===== src/rtl/bilbo_pkg.sv =====
package bilbo_pkg;

   typedef enum logic [1:0] {
      BM_LOAD = 2'b00,
      BM_SCAN = 2'b01,
      BM_GEN  = 2'b10,
      BM_SIG  = 2'b11
   } bilbo_mode_e;

   localparam int unsigned MIN_WIDTH = 3;
   localparam int unsigned MAX_WIDTH = 16;

   // Coefficient masks of primitive polynomials, x^n term omitted.
   // Bit i holds h_i; bit 0 is the constant term and is always set.
   function automatic logic [MAX_WIDTH-1:0] prim_taps(input int unsigned width);
      logic [MAX_WIDTH-1:0] m;
      case (width)
         3:       m = 16'h0003;
         4:       m = 16'h0003;
         5:       m = 16'h0005;
         6:       m = 16'h0003;
         7:       m = 16'h0003;
         8:       m = 16'h0071;
         9:       m = 16'h0011;
         10:      m = 16'h0009;
         11:      m = 16'h0005;
         12:      m = 16'h0053;
         13:      m = 16'h001B;
         14:      m = 16'h0443;
         15:      m = 16'h0003;
         16:      m = 16'h100B;
         default: m = 16'h0001;
      endcase
      return m;
   endfunction

endpackage


===== src/rtl/bilbo_feedback.sv =====
// Modular (internal-XOR) step: multiply the state polynomial by x
// modulo the characteristic polynomial given by HMASK.
module bilbo_feedback #(
   parameter int unsigned WIDTH = 8,
   parameter logic [WIDTH-1:0] HMASK = '0
) (
   input  logic [WIDTH-1:0] x,
   output logic [WIDTH-1:0] y
);

   localparam int unsigned TOP = WIDTH - 1;

   genvar i;
   generate
      for (i = 0; i < WIDTH; i++) begin : g_stage
         if (i == 0) begin : g_head
            assign y[i] = x[TOP];
         end else if (HMASK[i]) begin : g_tap
            assign y[i] = x[i-1] ^ x[TOP];
         end else begin : g_wire
            assign y[i] = x[i-1];
         end
      end
   endgenerate

endmodule


===== src/rtl/bilbo_next_sel.sv =====
module bilbo_next_sel
   import bilbo_pkg::*;
#(
   parameter int unsigned WIDTH = 8
) (
   input  logic [1:0]       mode,
   input  logic             seed_ld,
   input  logic [WIDTH-1:0] seed,
   input  logic [WIDTH-1:0] pdata_in,
   input  logic             scan_in,
   input  logic [WIDTH-1:0] cur,
   input  logic [WIDTH-1:0] stepped,
   output logic [WIDTH-1:0] nxt
);

   localparam logic [WIDTH-1:0] ONE  = {{(WIDTH-1){1'b0}}, 1'b1};
   localparam logic [WIDTH-1:0] ZERO = '0;

   bilbo_mode_e m;
   assign m = bilbo_mode_e'(mode);

   always_comb begin
      nxt = cur;
      if (seed_ld) begin
         if (m == BM_GEN && seed == ZERO) nxt = ONE;
         else                             nxt = seed;
      end else begin
         unique case (m)
            BM_LOAD: nxt = pdata_in;
            BM_SCAN: nxt = {cur[WIDTH-2:0], scan_in};
            BM_GEN:  nxt = (cur == ZERO) ? ONE : stepped;
            BM_SIG:  nxt = stepped ^ pdata_in;
            default: nxt = cur;
         endcase
      end
   end

endmodule


===== src/rtl/bilbo_state_reg.sv =====
module bilbo_state_reg #(
   parameter int unsigned WIDTH = 8
) (
   input  logic             clk,
   input  logic             rst_n,
   input  logic             ce,
   input  logic [WIDTH-1:0] d,
   output logic [WIDTH-1:0] q
);

   always_ff @(posedge clk or negedge rst_n) begin
      if (!rst_n)  q <= '0;
      else if (ce) q <= d;
   end

endmodule


===== src/rtl/bilbo_reg.sv =====
module bilbo_reg
   import bilbo_pkg::*;
#(
   parameter int unsigned WIDTH = 8,
   parameter logic [15:0] TAP_MASK = 16'h0000
) (
   input  logic             clk,
   input  logic             rst_n,
   input  logic             ce,
   input  logic [1:0]       mode,
   input  logic             seed_ld,
   input  logic [WIDTH-1:0] seed,
   input  logic [WIDTH-1:0] pdata_in,
   input  logic             scan_in,
   output logic [WIDTH-1:0] q,
   output logic             scan_out
);

   localparam logic [15:0] TABLE_MASK = prim_taps(WIDTH);
   localparam logic [15:0] SEL_MASK   = (TAP_MASK == 16'h0000) ? TABLE_MASK : TAP_MASK;
   localparam logic [WIDTH-1:0] HMASK = SEL_MASK[WIDTH-1:0];

   generate
      if (WIDTH < MIN_WIDTH || WIDTH > MAX_WIDTH) begin : g_bad_width
         $error("bilbo_reg: WIDTH must lie between 3 and 16");
      end
      if (!SEL_MASK[0]) begin : g_bad_taps
         $error("bilbo_reg: constant term of the polynomial must be set");
      end
   endgenerate

   logic [WIDTH-1:0] state;
   logic [WIDTH-1:0] stepped;
   logic [WIDTH-1:0] nxt;

   bilbo_feedback #(.WIDTH(WIDTH), .HMASK(HMASK)) u_fb (
      .x (state),
      .y (stepped)
   );

   bilbo_next_sel #(.WIDTH(WIDTH)) u_sel (
      .mode     (mode),
      .seed_ld  (seed_ld),
      .seed     (seed),
      .pdata_in (pdata_in),
      .scan_in  (scan_in),
      .cur      (state),
      .stepped  (stepped),
      .nxt      (nxt)
   );

   bilbo_state_reg #(.WIDTH(WIDTH)) u_reg (
      .clk   (clk),
      .rst_n (rst_n),
      .ce    (ce),
      .d     (nxt),
      .q     (state)
   );

   assign q        = state;
   assign scan_out = state[WIDTH-1];

endmodule


===== config.mk =====
export PLATFORM = sky130hd
export DESIGN_NAME = bilbo_reg
export DESIGN_NICKNAME = d
export VERILOG_FILES = /design/src/rtl/bilbo_pkg.sv /design/src/rtl/bilbo_feedback.sv /design/src/rtl/bilbo_next_sel.sv /design/src/rtl/bilbo_state_reg.sv /design/src/rtl/bilbo_reg.sv
export SDC_FILE = /design/constraint.sdc
export NUM_CORES = 1
export LEC_CHECK = 0
export BUFFER_PORTS_ARGS = -buffer_cell sky130_fd_sc_hd__buf_4
export CORE_ASPECT_RATIO = 2
export CORE_UTILIZATION = 35
export DETAILED_ROUTE_END_ITERATION = 16
export PLACE_DENSITY = 0.57
export REMOVE_ABC_BUFFERS = 1
export SLEW_MARGIN = 20
export SYNTH_ARGS = -nofsm -noshare
export SYNTH_HDL_FRONTEND = slang
export SYNTH_SLANG_ARGS = --single-unit
export TNS_END_PERCENT = 5

===== constraint.sdc =====
create_clock -name clk -period 2.63 [get_ports clk]
set_input_delay 0.526 -clock clk [delete_from_list [all_inputs] [get_ports clk]]
set_output_delay 0.526 -clock clk [all_outputs]
set_load 0.05 [all_outputs]

== Word level (Yosys, flattened, before mapping) ==
Cells that the tools add are included.
Storage, ports and cells
  bits in registers: 8
  bits in latches: 0
  bits in writable memories: 0
  ROM bits: 0
  bits of input ports: 23
  output and inout port bits: 9
  logic and storage cells: 16
  memories: 0
Operators by class
  add/sub/neg operators: 0
  multipliers: 0
  div/mod/pow operators: 0
  $lt $le $gt $ge: 0
  equality and inequality tests: 3
  shift-type cells: 0
  muxes and demuxes: 4
  bitwise operators: 4
  reductions and logical operators: 4
Operators by type and width (number)
  $pmux 8 s4: 1
  $mux 8: 3
  $logic_not 8->1: 2
  $xor 8x8->8: 1
  $eq 2x2->1 const B: 2
  $xor 1x1->1: 3
  $eq 2x1->1 const B: 1
  $logic_not 2->1: 1
  $logic_and 1x1->1: 1

== Logic depth before layout (Yosys ltp) ==
Gate-level depths: netlist (run 1).
  depth in word-level cells: 4
  gate-level depth with buffers: 6
  depth with buffers taken out: 4

== Cells and area by module ==
Synthesis (run 1) repeated with hierarchy kept, for this count alone.
Unflattened totals
  cells, all modules: 96
  area total of the unflattened synthesis: 847.1 um^2
Modules (own cells, without submodules)
  bilbo_next_sel: instances 1, cells an instance 70, area an instance 444.2 um^2, sequential area each 0.0 um^2
  bilbo_state_reg: instances 1, cells an instance 17, area an instance 331.6 um^2, sequential area each 200.2 um^2
  bilbo_feedback: instances 1, cells an instance 8, area an instance 63.8 um^2, sequential area each 0.0 um^2
  bilbo_reg: instances 1, cells an instance 1, area an instance 7.5 um^2, sequential area each 0.0 um^2

== Worst setup path after synthesis (run 1) ==
OpenSTA, ideal clock, no wires.
  path type: register to register
  from: register u_reg.q[3]
  to: register u_reg.q[0]
  library setup time: 0.099 ns
  arrival: 1.737 ns
  setup slack: 0.793 ns
  stages on the path, launching flop included: 6
  clock period less this slack: 1.837 ns
  cells stage by stage: dfrtp_1 > buf_6 > or4_4 > nor4_2 > o31ai_1 > a311oi_1
Between the ends
  word-level cells in the longest chain between the ends: 4
RTL lines
  start: declaration: line bilbo_state_reg.sv:8  | output logic [WIDTH-1:0] q
  start signal: assignment: line bilbo_state_reg.sv:12  | if (!rst_n) q <= '0;
  start signal: assignment: line bilbo_state_reg.sv:13  | else if (ce) q <= d;
  $logic_not 8->1: line bilbo_next_sel.sv:31  | BM_GEN: nxt = (cur == ZERO) ? ONE : stepped;
  $mux 8: line bilbo_next_sel.sv:31
  $pmux 8 s4: line bilbo_next_sel.sv:28  | unique case (m)
  $mux 8: line bilbo_next_sel.sv:24  | if (seed_ld) begin
Every way passes these cells.
A chain may end at the register's enable or synchronous reset.

== Final worst setup path (run 1) ==
  from: register u_reg.q[7]
  to: output q[7]
RTL lines
  end: declaration: line bilbo_reg.sv:15  | output logic [WIDTH-1:0] q,
No word-level cell between the ends.

==> impl_metrics.sql, run 1 <==
INSERT INTO impl_metrics (metric_group, metric, value, unit) VALUES
('final_layout', 'layout_top_registers', 'u_reg.q (8)', ''),
('setup_path', 'r2r-end', 'u_reg.q[0]', ''),
('setup_path', 'timing.reg2reg.worst_path_depth', '4', ''),
('setup_path', 'crit_path_cells', 'buf_4', ''),
('route', 'detail_route.iter0.violations', '14', ''),
('clock_tree', 'clock_tree.root_cell', 'clkbuf_8', ''),
('setup_path', 'critical_path.n_buffers_inverters', '1', ''),
('outcome', 'status', 'finished, final reports clean', ''),
('route', 'via_per_inst', '5.58', ''),
('setup_path', 'timing.critical_path.to_type', 'output port', ''),
('route', 'detailed_route_wire_length_per_cell', '13.6', 'um'),
('pwr', 'leakage', '0.472', 'nW'),
('global_route', 'first_global_vias', '760', ''),
('timing', 'fin_crit', '1.78', 'ns'),
('synth', 'synth_largest_area_cell', 'dfrtp_1', ''),
('final_layout', 'final_core_utilization', '44.7', '%'),
('route', 'drt.antenna.violating_nets', '0', ''),
('synth', 'synth_area', '908', 'um2'),
('setup_path', 'worst_setup_path_endpoint', 'q[7]', ''),
('synth', 'synth_seq_cells', '8', ''),
('setup_path', 'worst-endpoint-arrival', '1.25', 'ns'),
('global_route', 'antenna_found_initial', '0', ''),
('final_layout', 'antennaDiodeCount', '0', ''),
('synth', 'synth_ff_type', 'dfrtp_1', ''),
('place', 'port_buffers', '31', ''),
('route', 'via_count', '870', ''),
('setup_path', 'r2r_setup_slk', '0.96', 'ns'),
('timing', 'rsz_0062_raised_after_global_routing', 'false', ''),
('global_route', 'globalRouteTotalUtil', '17.2', '%'),
('die', 'floorplan.die.height', '74.0', 'um'),
('die', 'row_count', '25', ''),
('setup_path', 'worst_ep_required_time', '2.10', 'ns'),
('timing', 'timing.setup.tns', '0', 'ns'),
('synth', 'syn-mean-instance-area', '8.33', 'um2'),
('setup_path', 'critPathLaunchType', 'register', ''),
('setup_path', 'rr_startpoint', 'u_reg.q[3]', ''),
('synth', 'async_reset_ff_share', '100', '%'),
('route', 'drt_wl_total', '2130', 'um'),
('timing', 'max_slew_margin', '60.2', '%'),
('global_route', 'grt_first_pass_wirelength', '3480', 'um'),
('pwr', 'irDropWorstVdd', '0.255', 'mV'),
('clock_tree', 'tritoncts', 'yes', ''),
('timing', 'final-setup-viol-count', '0', ''),
('timing', 'clock_skew', '0.00438', 'ns'),
('die', 'die_area', '2820', 'um2'),
('clock_tree', 'cts_htree_levels', '1', ''),
('timing', 'finalHoldViolCount', '0', ''),
('setup_path', 'critPathKind', 'register to output port', ''),
('clock_tree', 'clockBufferDepth', '2', ''),
('synth', 'postSynthCellCount', '109', ''),
('clock_tree', 'clock_sinks', '8', ''),
('timing', 'max_slew.worst_pin.slew', '0.597', 'ns'),
('setup_path', 'critical_path_cell_count', '1', ''),
('final_layout', 'largest_register_ff_count', '8', ''),
('global_route', 'grt_max_degree', '28', ''),
('synth', 'yosys.area.top_type_share', '22.0', '%'),
('pwr', 'cellPowerDensity', '519', 'nW/um2'),
('synth', 'synth.yosys.warnings', '0', ''),
('synth', 'synth_seq_area_share', '22.0', '%'),
('clock_tree', 'clkSlewWorstSetupHoldPaths', '0.04', 'ns'),
('synth', 'synth_top_cells_by_area', 'dfrtp_1 (22%), buf_6 (6.2%), mux2_2 (6.2%)', ''),
('hold_path', 'hold_path_class', 'primary input to asynchronous set/reset pin', ''),
('timing', 'fmax', '562', 'MHz'),
('global_route', 'grt_remaining_overflow', '0', ''),
('die', 'core', '2410', 'um2'),
('timing', 'timing.final.crit_share', '67.7', '%'),
('job', 'max_cap_violations', '0', ''),
('setup_path', 'timing.critical_path.slowest_cell_delay', '0.71', 'ns'),
('place', 'finalWeightedCongestion', '0.728', ''),
('clock_tree', 'postCtsSetupRepairBufs', '0', ''),
('final_layout', 'final_layout_size_suffix_gt1_share', '33.3', '%');
-- cells in the final DEF (no fill, tap or decap) --
cell type,synthesis,routed
buf_4,2,31
mux2_2,5,5
a31oi_1,8,8
clkbuf_8,3,3
and2b_2,1,1
nor2b_1,1,1
mux2_1,2,2
nor2_1,12,12
a21o_1,3,3
dfrtp_1,8,8
mux2i_1,3,3
a211o_1,4,4
o22ai_1,4,4
nand3_1,4,4
o31ai_1,4,4
nand2b_1,1,1
nor4_2,1,1
and4b_2,1,1
nand2_1,11,11
o221ai_1,3,3
o21ai_0,8,8
xor2_1,3,3
a311oi_1,1,1
or4_4,1,1
nand4_1,1,1
a21oi_1,4,4
nor4_1,1,1
-- worst register-to-register path, stage by stage (launching register included) --
cell,delay [ns]
dfrtp_1,0.46
or4_4,0.57
nor4_2,0.16
o31ai_1,0.09
a311oi_1,0.28
-- synthesized netlist by cell type (all sizes together), types with 2 or more instances --
| master | count |
|---|---|
| nor2 | 12 |
| nand2 | 11 |
| buf | 9 |
| a31oi | 8 |
| dfrtp | 8 |
| o21ai | 8 |
| mux2 | 7 |
| clkbuf | 5 |
| a211o | 4 |
| a21oi | 4 |
| nand3 | 4 |
| o22ai | 4 |
| o31ai | 4 |
| a21o | 3 |
| mux2i | 3 |
| o221ai | 3 |
| xor2 | 3 |
| nor4 | 2 |
-- cell families (layout without fill, tap and decap cells) --
kind of cell	Yosys count	in the layout	share of synthesized area [%]
AOI/OAI and AO/OA	39	39	28.4
and+or+nand+nor	35	35	19.3
buffers and inverters	14	34	15.4
muxes	10	10	12.0
DFF	8	8	22.0
xor gates and xnor gates	3	3	2.89
-- stage by stage --
| stage | worst slack (ns) | hold WS, ns | cells | power, mW | cell area [um2] |
|---|---|---|---|---|---|
| after detailed placement | 0.974 | 0.351 | 153 | 0.415 | 1030 |
| after CTS | 0.849 | 0.108 | 156 | 0.565 | 1080 |
| after floorplan | 0.681 | 0.230 | 95 | 0.319 | 768 |
| after global placement | 0.968 | 0.351 | 153 | 0.411 | 1030 |
| after global routing | 0.762 | 0.105 | 156 | 0.600 | 1080 |
| final | 0.851 | 0.110 | 156 | 0.558 | 1080 |
-- layout make-up --
type,instances,area [um2],share of cell area [%]
Multi-Input combinational cell,87,568,52.8
Timing Repair Buffer,31,233,21.6
Sequential cell,8,200,18.6
Clock buffer,3,41.3,3.84
Tap cell,27,33.8,3.14
-- power by group --
part / total [mW] / switching [mW] / internal, mW
clock network: 0.146 / 0.0465 / 0.0990
registers: 0.179 / 0.0401 / 0.139
logic: 0.233 / 0.134 / 0.0997
total: 0.558 / 0.220 / 0.338
-- layer usage --
| layer | GRT usage (%) | wire length, um | vias up |
|---|---|---|---|
| met3 | 2.39 | 92 | 11 |
| met4 | 11.5 | 99 | 0 |
| met5 | 0 | 0 | - |
| met1 | 20.3 | 894 | 384 |
| met2 | 27.7 | 1040 | 28 |
| li1 | - | - | 447 |
-- worst min path at each step --
stage | from | endpoint | slack (ns) | cells past startpoint
3_5_place_dp | rst_n | u_reg.q[6] | 0.35 | 1
4_1_cts | rst_n | u_reg.q[6] | 0.11 | 1
5_1_grt | rst_n | u_reg.q[6] | 0.11 | 1
6_report | rst_n | u_reg.q[6] | 0.11 | 1
2_1_floorplan | rst_n | u_reg.q[0] | 0.23 | 0
3_3_place_gp | rst_n | u_reg.q[6] | 0.35 | 1
(Power assumes the default switching activity.)
==> inputs of run 2 (changes only) <==
Clock period 2.63 ns to 1.75 ns, I/O delays scaled along.
==> run 2 against run 1 <==
  * Final cell count up 3.2%
  * Critical path depth up 3
  * Sequential share of layout area down 0.67 points
  * Global-route usage down 0.059 points
  * Worst setup slack worse by 0.60 ns
  * Critical endpoint is now u_reg.q[0]
  * Highest routed layer unchanged
==> impl_metrics.sql, run 2 (same netlist as run 1, synthesis figures left out) <==
INSERT INTO impl_metrics (metric_group, metric, value, unit) VALUES
('outcome', 'status', 'finished, final reports clean', ''),
('job', 'max_cap_violations', '0', ''),
('die', 'floorplan.io_pins', '32', ''),
('global_route', 'grt_util_met3', '1.79', '%'),
('setup_path', 'critPathTopFamily', 'simple AND/OR/NAND/NOR gates', ''),
('hold_path', 'hold_start', 'seed[1]', ''),
('timing', 'layout_setup_ws', '0.249', 'ns'),
('setup_path', 'crit_path_max_fanout', '2', ''),
('timing', 'max_slew.worst_pin.slew', '0.371', 'ns'),
('setup_path', 'critPathLaunchType', 'register', ''),
('die', 'row_count', '25', ''),
('final_layout', 'largest_register', 'u_reg.q', ''),
('die', 'core', '2410', 'um2'),
('place', 'dpl.cell_count', '157', ''),
('route', 'drt_wl_total', '2140', 'um'),
('global_route', 'grt.met1_usage', '21.6', '%'),
('clock_tree', 'clockBufferDepth', '2', ''),
('global_route', 'grt_remaining_overflow', '0', ''),
('pwr', 'p_sw_share', '38.8', '%'),
('final_layout', 'area_growth_syn_to_fin', '22.9', '%'),
('clock_tree', 'clkSlewWorstSetupHoldPaths', '0.04', 'ns'),
('timing', 'rsz_0062_raised_after_global_routing', 'false', ''),
('final_layout', 'final_layout_size_suffix_gt1_share', '35.1', '%'),
('timing', 'report.final.slew_viol_count', '0', ''),
('clock_tree', 'clock_tree.root_cell', 'clkbuf_8', ''),
('timing', 'timing.setup.tns', '0', 'ns'),
('global_route', 'globalRouteTotalUtil', '17.2', '%'),
('setup_path', 'crit_path_cells', 'or4_4 > nor4_2 > o31ai_1 > a311oi_1', ''),
('final_layout', 'mostFrequentLayoutCells', 'buf_4 (35), nor2_1 (12), nand2_1 (11)', ''),
('pwr', 'leakage', '0.495', 'nW'),
('hold_path', 'hold_path_class', 'primary input to register', ''),
('pwr', 'power.internal', '0.525', 'mW'),
('route', 'detail_route.iter0.violations', '16', ''),
('route', 'route.detailed.drc', '0', ''),
('clock_tree', 'cts_htree_levels', '1', ''),
('setup_path', 'critPathKind', 'register to register', ''),
('place', 'placed_cell_area', '1060', 'um2'),
('pwr', 'sequentialPowerShare', '28.8', '%'),
('route', 'drt.antenna.violating_nets', '0', ''),
('setup_path', 'worst_ep_required_time', '1.88', 'ns'),
('pwr', 'switching_power', '0.333', 'mW'),
('timing', 'finalHoldViolCount', '0', ''),
('place', 'port_buffers', '31', ''),
('timing', 'final-setup-viol-count', '0', ''),
('clock_tree', 'post_cts.resized_instances', '0', ''),
('setup_path', 'critical_path.n_buffers_inverters', '0', ''),
('clock_tree', 'clock_sinks', '8', ''),
('setup_path', 'crit_slowest_cell', 'or4_4', ''),
('setup_path', 'worst-endpoint-arrival', '1.63', 'ns'),
('final_layout', 'design_area', '1120', 'um2'),
('global_route', 'grtUsageMet2', '29.2', '%'),
('place', 'finalWeightedCongestion', '0.770', ''),
('setup_path', 'timing.critical_path.to_type', 'register', ''),
('die', 'die_area', '2820', 'um2'),
('route', 'drt_first_pass_iters', '4', ''),
('route', 'via_per_inst', '5.59', ''),
('route', 'via_count', '900', ''),
('die', 'floorplan.initialDensity', '37.7', '%'),
('pwr', 'power.total', '0.858', 'mW'),
('place', 'hpwl_reported_at_the_end_of_detailed_placement', '1630', 'um'),
('global_route', 'grt_most_used_layer', 'met2', ''),
('die', 'dieWidth', '38.0', 'um'),
('clock_tree', 'insertion_delay', '0.22', 'ns'),
('final_layout', 'largest_register_ff_count', '8', ''),
('timing', 'clock_skew', '0.000491', 'ns'),
('die', 'floorplan.die.height', '74.0', 'um'),
('global_route', 'antenna_found_initial', '0', ''),
('setup_path', 'setup.worst_path.start', 'u_reg.q[3]', ''),
('final_layout', 'fin_cells', '161', ''),
('global_route', 'grt_max_degree', '28', ''),
('final_layout', 'mostFrequentLayoutCell', 'buf_4', ''),
('pwr', 'cellPowerDensity', '769', 'nW/um2'),
('clock_tree', 'tritoncts', 'yes', ''),
('place', 'post-place-ws', '0.261', 'ns'),
('final_layout', 'layout_top_registers', 'u_reg.q (8)', ''),
('timing', 'max_slew_margin', '75.3', '%'),
('pwr', 'irDropWorstVdd', '0.493', 'mV'),
('timing', 'timing.final.crit_share', '85.8', '%'),
('final_layout', 'antennaDiodeCount', '0', ''),
('timing', 'fin_crit', '1.50', 'ns'),
('timing', 'hold_slack', '0.397', 'ns'),
('setup_path', 'rr_startpoint', 'u_reg.q[3]', ''),
('pwr', 'power.combinational.fraction', '46.0', '%'),
('global_route', 'grt_first_pass_wirelength', '3530', 'um'),
('final_layout', 'final_core_utilization', '46.3', '%'),
('clock_tree', 'cts_made_buffers', '3', ''),
('setup_path', 'timing.critical_path.slowest_cell_delay', '0.53', 'ns'),
('global_route', 'first_global_vias', '795', ''),
('final_layout', 'nets_finish', '159', ''),
('timing', 'fmax', '666', 'MHz'),
('pwr', 'share_clk_of_total_power', '25.2', '%'),
('route', 'detailed_route_wire_length_per_cell', '13.3', 'um');
-- run 2: repair_timing --
action                                  4_1_cts  5_1_grt
hold endpoints to repair                      8        0
endpoints found under the setup margin        0        0
hold buffers                                  1        0
setup buffers                                 0        0
-- run 2: routing by layer --
metal,share of wire (%),wire length (um)
met4,1.2,26
met2,55,1170
met1,41,880
met3,2.8,59
met5,0,0
-- run 2: cell type report --
type / instances / area, um2
Sequential cell: 8 / 200
Tap cell: 27 / 33.8
Clock buffer: 3 / 41.3
Multi-Input combinational cell: 87 / 568
Timing Repair Buffer: 36 / 273
Fill cell: 246 / 1290
-- run 2: final timing paths --
path | to | cells past startpoint | slack, ns
max in group asynchronous | u_reg.q[0] | 2 | 1.13
worst min register to register | u_reg.q[1] | 2 | 0.64
worst max-delay path | u_reg.q[0] | 4 | 0.25
worst max register to register | u_reg.q[0] | 4 | 0.25
min in group asynchronous | u_reg.q[6] | 2 | 0.49
worst min-delay path | u_reg.q[1] | 3 | 0.40
-- run 2: power groups by stage --
stage | clock network, mW | registers [mW] | logic, mW
final | 0.216 | 0.247 | 0.395
after floorplan | 0 | 0.354 | 0.125
after detailed placement | 0 | 0.250 | 0.395
after global placement | 0 | 0.248 | 0.388
after CTS | 0.227 | 0.247 | 0.398
after global routing | 0.237 | 0.252 | 0.430
-- run 2: worst reg2reg max path, stage by stage, from the launching register on --
cell and delay, ns:
dfrtp_1 0.37, or4_4 0.53, nor4_2 0.15, o31ai_1 0.10, a311oi_1 0.26
==> inputs of run 3 (changes only) <==
Settings changed: CORE_ASPECT_RATIO 2 to default, CORE_UTILIZATION 35 to 49, PLACE_DENSITY 0.57 to 0.76.
==> run 3 against run 2 <==
  * Clock skew grew 0.0013 ns
  * Flip-flop and latch count is the same
  * Worst setup slack lost 0.14 ns
  * Total power shrank 8.2%
  * Critical path type is now register to output port
  * Largest power group unchanged
  * Highest routed layer unchanged
==> impl_metrics.sql, run 3 (same netlist as run 1, synthesis figures left out) <==
INSERT INTO impl_metrics (metric_group, metric, value, unit) VALUES
('clock_tree', 'clock_tree.root_cell', 'clkbuf_4', ''),
('final_layout', 'final_layout_size_suffix_gt1_share', '35.1', '%'),
('die', 'core', '1730', 'um2'),
('timing', 'report.final.slew_viol_count', '0', ''),
('timing', 'timing.final.crit_share', '93.6', '%'),
('timing', 'fmax', '610', 'MHz'),
('final_layout', 'final_core_utilization', '63.4', '%'),
('outcome', 'status', 'finished, final reports clean', ''),
('final_layout', 'largest_register', 'u_reg.q', ''),
('timing', 'max_slew_margin', '73.2', '%'),
('global_route', 'grt_max_degree', '28', ''),
('final_layout', 'mostFrequentLayoutCell', 'buf_4', ''),
('hold_path', 'hold_path_class', 'primary input to register', ''),
('clock_tree', 'clockBufferDepth', '2', ''),
('clock_tree', 'clock_sinks', '8', ''),
('clock_tree', 'cts_htree_levels', '1', ''),
('route', 'drt_wl_total', '2190', 'um'),
('place', 'finalWeightedCongestion', '0.775', ''),
('hold_path', 'worstHoldPathCells', '3', ''),
('die', 'row_count', '15', ''),
('global_route', 'globalRouteTotalUtil', '23.9', '%'),
('setup_path', 'worst_ep_required_time', '1.40', 'ns'),
('timing', 'timing.setup.tns', '0', 'ns'),
('route', 'route.detailed.drc', '0', ''),
('place', 'hpwl_reported_at_the_end_of_detailed_placement', '1530', 'um'),
('route', 'via_count', '912', ''),
('place', 'post-place-ws', '0.245', 'ns'),
('final_layout', 'mostFrequentLayoutCells', 'buf_4 (35), nor2_1 (12), nand2_1 (11)', ''),
('timing', 'rsz_0062_raised_after_global_routing', 'false', ''),
('final_layout', 'largest_register_ff_count', '8', ''),
('timing', 'fin_crit', '1.64', 'ns'),
('setup_path', 'timing.reg2reg.worst_path_depth', '4', ''),
('final_layout', 'design_area', '1090', 'um2'),
('clock_tree', 'insertion_delay', '0.26', 'ns'),
('timing', 'finalHoldViolCount', '0', ''),
('die', 'dieWidth', '45.1', 'um'),
('final_layout', 'layout_top_registers', 'u_reg.q (8)', ''),
('setup_path', 'critPathKind', 'register to output port', ''),
('route', 'detailed_route_wire_length_per_cell', '13.7', 'um'),
('route', 'drt.antenna.violating_nets', '0', ''),
('route', 'drt_first_pass_iters', '4', ''),
('die', 'die_area', '2030', 'um2'),
('global_route', 'grt_remaining_overflow', '0', ''),
('pwr', 'cellPowerDensity', '719', 'nW/um2'),
('place', 'port_buffers', '31', ''),
('setup_path', 'crit_path_max_fanout', '12', ''),
('clock_tree', 'clkSlewWorstSetupHoldPaths', '0.05', 'ns'),
('setup_path', 'worst-endpoint-arrival', '1.29', 'ns'),
('global_route', 'antenna_found_initial', '0', ''),
('setup_path', 'timing.critical_path.to_type', 'output port', ''),
('final_layout', 'nets_finish', '159', ''),
('timing', 'layout_setup_ws', '0.112', 'ns'),
('timing', 'clock_skew', '0.00177', 'ns'),
('final_layout', 'area_growth_syn_to_fin', '20.5', '%'),
('clock_tree', 'tritoncts', 'yes', ''),
('job', 'max_cap_violations', '0', ''),
('setup_path', 'critPathLaunchType', 'register', ''),
('timing', 'final-setup-viol-count', '0', ''),
('timing', 'max_slew.worst_pin.slew', '0.402', 'ns'),
('pwr', 'leakage', '0.487', 'nW'),
('clock_tree', 'cts_made_buffers', '3', ''),
('die', 'floorplan.initialDensity', '52.6', '%'),
('route', 'via_per_inst', '5.74', ''),
('global_route', 'first_global_vias', '811', ''),
('route', 'detail_route.iter0.violations', '19', ''),
('die', 'floorplan.io_pins', '32', ''),
('die', 'floorplan.die.height', '45.1', 'um'),
('pwr', 'irDropWorstVdd', '0.380', 'mV'),
('final_layout', 'antennaDiodeCount', '0', ''),
('global_route', 'grt_first_pass_wirelength', '3570', 'um'),
('place', 'placed_cell_area', '1060', 'um2');
-- run 3: cell counts in the layout (fill, tap and decap cells not counted) --
Identical to the previous run, type by type.
-- run 3: per-stage QoR --
step | hold WS, ns | total power, mW | std cells
final | 0.368 | 0.787 | 159
after global routing | 0.377 | 0.835 | 159
after CTS | 0.370 | 0.790 | 159
after detailed placement | 0.174 | 0.644 | 155
after global placement | 0.173 | 0.632 | 155
after floorplan | 0.0544 | 0.479 | 95
-- run 3: final timing paths --
kind / startpoint / end / slack, ns
max: u_reg.q[7] / scan_out / 0.11
min: seed[2] / u_reg.q[2] / 0.37
max reg2reg: u_reg.q[3] / u_reg.q[0] / 0.28
min in group asynchronous: rst_n / u_reg.q[2] / 0.46
max in group asynchronous: rst_n / u_reg.q[5] / 1.16
min reg2reg: u_reg.q[2] / u_reg.q[2] / 0.66
-- run 3: per-layer routing --
| layer | share of wire [%] | global-route usage (%) |
|---|---|---|
| met2 | 49 | 41.2 |
| met3 | 2.6 | 2.40 |
| met4 | 0.55 | 9.09 |
| met1 | 48 | 30.9 |
| met5 | 0 | 0 |
-- run 3: where the power goes --
group	total [mW]	switching [mW]	internal [mW]
Sequential	0.248	0.0393	0.209
Combinational	0.396	0.230	0.167
Clock	0.143	0.0646	0.0786
Total	0.787	0.333	0.454
-- run 3: what timing repair did --
| action | in CTS | in global routing |
|---|---|---|
| endpoints found under the hold margin | 8 | 0 |
| gates resized for setup | 0 | 0 |
| buffers inserted | 0 | 0 |
| hold buffers | 1 | 0 |
-- run 3: final cells by class --
cell class / count / area [um2]
fillers: 164 / 632
multi-input cells: 87 / 568
repair buffers: 36 / 273
flip-flops and latches: 8 / 200
well taps: 25 / 31.3
clock buffers: 3 / 22.5
-- run 3: critical path: stages, from the launching register on --
cell	delay (ns)
dfrtp_1	0.58
buf_4	0.24
buf_4	0.21
